`src/rtl/addsub_pkg.sv`:
```
package addsub_pkg;
  typedef enum logic [1:0] {
    OP_ADD = 2'b00,
    OP_ADC = 2'b01,
    OP_SUB = 2'b10,
    OP_SBC = 2'b11
  } op_e;
endpackage

```
`src/rtl/operand_sel.sv`:
```
module operand_sel
  import addsub_pkg::*;
#(
  parameter int W = 8
) (
  input  logic [W-1:0] b_i,
  input  logic         carry_i,
  input  op_e          op_i,
  output logic [W-1:0] b_eff_o,
  output logic         cin_o
);
  logic sub;

  always_comb begin
    sub = (op_i == OP_SUB) || (op_i == OP_SBC);
    b_eff_o = sub ? ~b_i : b_i;
    unique case (op_i)
      OP_ADD:  cin_o = 1'b0;
      OP_ADC:  cin_o = carry_i;
      OP_SUB:  cin_o = 1'b1;
      OP_SBC:  cin_o = carry_i;
      default: cin_o = 1'b0;
    endcase
  end
endmodule

```
`src/rtl/split_adder.sv`:
```
module split_adder #(
  parameter int W = 8
) (
  input  logic [W-1:0] a_i,
  input  logic [W-1:0] b_i,
  input  logic         cin_i,
  output logic [W-1:0] sum_o,
  output logic         c_msb_o,
  output logic         cout_o
);
  localparam int LW = W - 1;
  logic [W-1:0] low;

  // low part widened by one bit: its top bit is the carry into the sign bit
  always_comb begin
    low     = {1'b0, a_i[LW-1:0]} + {1'b0, b_i[LW-1:0]} + {{LW{1'b0}}, cin_i};
    c_msb_o = low[W-1];
    sum_o   = {a_i[W-1] ^ b_i[W-1] ^ c_msb_o, low[LW-1:0]};
    cout_o  = (a_i[W-1] & b_i[W-1]) | ((a_i[W-1] ^ b_i[W-1]) & c_msb_o);
  end

  always_comb begin
    p_sum_match_r5: assert ({cout_o, sum_o} ==
        ({1'b0, a_i} + {1'b0, b_i} + {{W{1'b0}}, cin_i}))
      else $error("R5 split sum mismatch");
  end
endmodule

```
`src/rtl/flag_gen.sv`:
```
module flag_gen #(
  parameter int W = 8
) (
  input  logic [W-1:0] sum_i,
  input  logic         c_msb_i,
  input  logic         cout_i,
  output logic         v_o,
  output logic         n_o,
  output logic         z_o
);
  always_comb begin
    v_o = c_msb_i ^ cout_i;
    n_o = sum_i[W-1];
    z_o = ~|sum_i;
  end

  always_comb begin
    p_zero_not_neg_r9: assert (!(z_o && n_o))
      else $error("R9 zero and negative together");
  end
endmodule

```
`src/rtl/addsub_flags.sv`:
```
module addsub_flags
  import addsub_pkg::*;
#(
  parameter int W = 8
) (
  input  logic [W-1:0] a_i,
  input  logic [W-1:0] b_i,
  input  logic         carry_i,
  input  logic [1:0]   op_i,
  output logic [W-1:0] y_o,
  output logic         c_o,
  output logic         v_o,
  output logic         n_o,
  output logic         z_o
);
  localparam int MSB = W - 1;

  op_e          op;
  logic [W-1:0] b_eff;
  logic         cin;
  logic         c_msb;

  assign op = op_e'(op_i);

  operand_sel #(.W(W)) u_sel (
    .b_i(b_i), .carry_i(carry_i), .op_i(op), .b_eff_o(b_eff), .cin_o(cin)
  );

  split_adder #(.W(W)) u_add (
    .a_i(a_i), .b_i(b_eff), .cin_i(cin),
    .sum_o(y_o), .c_msb_o(c_msb), .cout_o(c_o)
  );

  flag_gen #(.W(W)) u_flg (
    .sum_i(y_o), .c_msb_i(c_msb), .cout_i(c_o),
    .v_o(v_o), .n_o(n_o), .z_o(z_o)
  );

  // sign rules on the raw operands, independent of the carry-XOR form
  always_comb begin
    if (!op_i[1]) begin
      p_add_ovf_r6: assert (v_o == ((a_i[MSB] == b_i[MSB]) && (y_o[MSB] != a_i[MSB])))
        else $error("R6 add overflow rule");
    end else begin
      p_sub_ovf_r7: assert (v_o == ((a_i[MSB] != b_i[MSB]) && (y_o[MSB] != a_i[MSB])))
        else $error("R7 sub overflow rule");
    end
    p_neg_sign_r8: assert (n_o == y_o[MSB])
      else $error("R8 negative flag");
  end
endmodule

```
`config.mk`:
```
export PLATFORM = sky130hd
export DESIGN_NAME = addsub_flags
export DESIGN_NICKNAME = d
export VERILOG_FILES = /design/src/rtl/addsub_pkg.sv /design/src/rtl/operand_sel.sv /design/src/rtl/split_adder.sv /design/src/rtl/flag_gen.sv /design/src/rtl/addsub_flags.sv
export SDC_FILE = /design/constraint.sdc
export NUM_CORES = 1
export LEC_CHECK = 0
export BUFFER_PORTS_ARGS = -buffer_cell sky130_fd_sc_hd__buf_2
export CAP_MARGIN = 10
export CORE_AREA = 2 2 39 41
export DETAILED_ROUTE_END_ITERATION = 6
export DIE_AREA = 0 0 41 43
export PLACE_DENSITY = 0.71
export SYNTH_ARGS = -nofsm -noshare
export SYNTH_HDL_FRONTEND = slang
export SYNTH_SLANG_ARGS = --single-unit
```
`constraint.sdc`:
```
create_clock -name vclk -period 4.65
set_input_delay 0.6975 -clock vclk [all_inputs]
set_output_delay 0.6975 -clock vclk [all_outputs]
set_load 0.01 [all_outputs]
```
==> results.yml, run 1 <==
status:
  status: "finished clean"
final_layout:
  nFlopsAndLatches: 0
  regArea_um2: 0
  num_antenna_cells: 0
  fin_cells: 99
  clkbuf_count: 0
  syn2layout_area_growth_pct: 36.2
  final_cell_area_um2: 617
  nNetsFinal: 113
  drive_above_1_share_pct: 41.0
  final_util_pct: 44.6
yosys:
  synthCells: 54
  synth.most_common_cell: "xor2_1"
  yosysTopAreaCellShare_pct: 17.4
  yosys.cell_types.count: 28
  synth_nets: 82
  yosysWarnings: 0
  synth_common_cells: "xor2_1 (9), ha_1 (6), inv_1 (5)"
  synth_area_leader_cell: "xor2_1"
  netlist_area_um2: 453
  synth_seq_area_share_pct: 0
  syn_area_per_cell_um2: 8.39
  synth_area_leaders: "xor2_1 (17%), ha_1 (17%), fa_1 (13%)"
power_and_ir_drop:
  power_uw: 137
  vdd_drop_max_mv: 0.0812
  power_density_nw_per_um2: 222
  power_leakage_nw: 0.329
timing:
  fin_ws_ps: 516
  hold_viol: 0
  setup_viol: 0
  rsz0062_at_grt: "false"
  max_freq_mhz: 242
  fin_setup_tns_ps: 0
  fin_crit_sh_pct: 88.9
  fin_crit_ps: 4130
  tightest_slew_ps: 266
  slew_headroom_pct: 82.2
  slew_violations: 0
  hold_slack_ps: 1800
critical_path:
  slowest_delay_ps: 380
  crit_path_end_kind: "output port"
  required_ps: 3950
  cp.arrival_ps: 3440
  worstSetupStartpointType: "primary input"
  timing.critical_path.cells: "buf_2 > xor2_1 > ha_1 > nor2b_1 > o2111ai_1 > a31oi_1 > o21ai_1 > nand2b_1 > fa_1 > inv_1 > nor3_1 > a211o_1 > a311o_1 > buf_2"
  critPathKind: "in -> out"
  cp_slowest_cell: "fa_1"
  worstPathMaxFanout: 9
  cp_common_cell: "buf_2"
routing:
  routed_via_density: 4.75
  drt_iter0_markers: 6
  wl_per_cell_um: 9.72
  dr.pass1.iters: 4
  ant_nets: 0
  num_vias: 470
  post-route-drc-count: 0
  finalWirelength_um: 962
floorplan:
  die_area_um2: 1760
  pin_count: 31
  coreArea_um2: 1380
  num_rows: 14
  floorplan.initialDensity_pct: 32.7
  fp.dieH_um: 43
  die_w_um: 41
worst_hold_path:
  min_path_cells: 3
  hold_class: "in -> out"
global_routing:
  grt_pass1_vias: 362
  grt_start_max_net_pins: 10
  grt_overflow: 0
  antenna_found_initial: 0
  grt_pass1_wl_um: 1480
  grt_usage_pct: 10.9
placed_design:
  hpwl_um: 855
  gp_congestion: 0.739
  numPortBuffers: 31
  dp.cells: 99
  post-place-ws_ps: 537
  post_dp_cell_area_um2: 617
clock_tree:
  postCtsResizedCells: 0
  hold_buffers: 0
  postCtsSetupBuffers: 0
run:
  drv_cap: 0
final cells by class:
type	count	area (µm²)
Timing Repair Buffer	31	155
Inverter	5	18.8
Multi-Input combinational cell	47	423
Fill cell	139	767
Tap cell	16	20.0
routing by layer:
| layer | vias up | wire (µm) | global-route usage (%) |
|---|---|---|---|
| met2 | 19 | 423 | 17.2 |
| met1 | 198 | 450 | 17.1 |
| li1 | 253 | - | - |
| met5 | - | 0 | 0 |
| met3 | 0 | 88 | 0 |
| met4 | 0 | 0 | 0 |
worst max-delay path: cells and delay by family:
family                     cells  cell delay [ps]
AOI/OAI and AO/OA              5             1000
and+or+nand+nor                3              270
xor gates and xnor gates       1              280
buffers and inverters          3              510
adders and majority gates      2              670
kinds of logic (layout without fill, tap and decap cells):
logic type | count (synthesis) | count (layout) | synth area share (%)
mux | 1 | 1 | 2.21
fa+ha+maj | 9 | 9 | 29.8
simple gates | 12 | 12 | 16.0
buf+inv | 7 | 36 | 6.63
compound gates | 12 | 12 | 20.2
xor+xnor | 13 | 13 | 25.1
placed cells by master (no fill, tap or decap), types with 2 or more instances in the layout:
| master | n |
|---|---|
| nand3_1 | 2 |
| nor3_1 | 2 |
| xnor2_1 | 4 |
| nor2_1 | 2 |
| ha_1 | 6 |
| fa_1 | 3 |
| a31oi_1 | 2 |
| inv_1 | 5 |
| xor2_1 | 9 |
| buf_2 | 31 |
where the power goes:
| part | total (mW) | switching [mW] | internal [mW] | leakage, nW |
|---|---|---|---|---|
| registers | 0 | 0 | 0 | 0 |
| logic | 0.137 | 0.0747 | 0.0625 | 0.329 |
| clock network | 0 | 0 | 0 | 0 |
| total | 0.137 | 0.0747 | 0.0625 | 0.329 |
path summary, 6_finish.rpt:
kind	startpoint	end
max	op_i[1]	v_o
min	a_i[7]	c_o
Note: power is estimated with default switching activity, not from simulation.
==> run 2, diff against run 1 <==
Settings changed: ABC_AREA set to 1, PLACE_DENSITY 0.71 to 0.75.
==> results.yml, run 2 <==
status:
  status: "finished clean"
routing:
  routed_via_density: 4.47
  num_vias: 554
  ant_nets: 0
  finalWirelength_um: 1060
  dr.pass1.iters: 3
  wl_per_cell_um: 8.58
  drt_iter0_markers: 4
  post-route-drc-count: 0
floorplan:
  die_w_um: 41
  pin_count: 31
  floorplan.initialDensity_pct: 36.8
  coreArea_um2: 1380
  fp.dieH_um: 43
  num_rows: 14
  die_area_um2: 1760
timing:
  max_freq_mhz: 262
  fin_crit_sh_pct: 82.2
  hold_viol: 0
  setup_viol: 0
  rsz0062_at_grt: "false"
  fin_ws_ps: 829
  slew_headroom_pct: 83.4
  slew_violations: 0
  hold_slack_ps: 1810
  tightest_slew_ps: 247
  fin_setup_tns_ps: 0
  fin_crit_ps: 3820
yosys:
  yosys.cell_types.count: 20
  synthCells: 79
  yosysTopAreaCellShare_pct: 14.7
  synth_area_leaders: "ha_1 (15%), nand2_1 (15%), xor2_1 (14%)"
  netlist_area_um2: 509
  synth_seq_area_share_pct: 0
  synth_nets: 107
  synth.most_common_cell: "nand2_1"
  yosysWarnings: 0
  synth_area_leader_cell: "ha_1"
  syn_area_per_cell_um2: 6.45
  synth_common_cells: "nand2_1 (20), inv_1 (10), xor2_1 (8)"
placed_design:
  dp.cells: 124
  post-place-ws_ps: 795
  gp_congestion: 0.807
  post_dp_cell_area_um2: 672
  hpwl_um: 954
  numPortBuffers: 31
final_layout:
  layout_commonest_cell: "buf_2"
  drive_above_1_share_pct: 38.9
  layout_common_cells: "buf_2 (31), nand2_1 (20), inv_1 (10), xor2_1 (8), ha_1 (6)"
  final_cell_area_um2: 672
  nFillCells: 148
  final_util_pct: 48.6
  regArea_um2: 0
  num_antenna_cells: 0
  nNetsFinal: 138
  clkbuf_count: 0
  syn2layout_area_growth_pct: 31.9
  nFlopsAndLatches: 0
  fin_cells: 124
  multiInputGateArea_um2: 452
critical_path:
  cp.arrival_ps: 3120
  worstPathMaxFanout: 9
  critPathKind: "in -> out"
  crit_path_end_kind: "output port"
  required_ps: 3950
  worstSetupStartpointType: "primary input"
global_routing:
  grt_pass1_wl_um: 1750
  grt_usage_pct: 13.1
  grt_pass1_vias: 487
  antenna_found_initial: 0
  grt_start_max_net_pins: 10
  grt_overflow: 0
power_and_ir_drop:
  power_leakage_nw: 0.400
  vdd_drop_max_mv: 0.0657
  power_uw: 139
  power_density_nw_per_um2: 206
worst_hold_path:
  hold_class: "in -> out"
clock_tree:
  postCtsResizedCells: 0
  postCtsSetupBuffers: 0
  hold_buffers: 0
run:
  drv_cap: 0
[run 2: cell types whose count changed after synthesis, sizes merged, moves of 3 or more]
cell / previous run / this run
nand2: 0 / 24
xnor2: 4 / 1
nor2: 2 / 8
nand3: 2 / 6
inv: 5 / 11
[run 2: layer usage]
metal / global-route usage [%] / wire length [µm] / vias up
met5: 0 / 0 / -
met4: 0 / 0 / 0
met3: 0 / 94 / 0
met2: 25.0 / 522 / 21
met1: 16.2 / 448 / 226
li1: - / - / 307
[run 2: layout make-up]
cell class | count | share of cell area [%]
Tap cell | 16 | 2.98
Multi-Input combinational cell | 65 | 67.2
Inverter | 12 | 6.70
Timing Repair Buffer | 31 | 23.1
[run 2: cell families after synthesis]
family	count (synthesis)	share of synthesized area, %
adders and majority gates	9	26.5
and+or+nand+nor	41	39.3
muxes	1	1.97
buffers and inverters	14	11.3
xor gates and xnor gates	9	15.5
AOI/OAI and AO/OA	5	5.41
[run 2: final timing paths]
kind / start / end / slack, ps / cells after the start
max: op_i[1] / z_o / 830 / 17
min: a_i[7] / c_o / 1810 / 3
[run 2: critical path, stage by stage]
cell	delay (ps)
buf_2	230
xnor2_1	130
fa_1	400
inv_1	130
nand3_1	110
nand2_1	100
nand2_1	50
nand2_1	110
fa_1	450
nor2_1	130
nand2_1	70
nor2_2	120
nand3_2	80
nor2_2	70
nand2_1	60
nor2_2	60
buf_2	120
[run 2: where the power goes]
part	internal (mW)	total (mW)	switching, mW
Sequential	0	0	0
Combinational	0.0582	0.139	0.0805
Clock	0	0	0
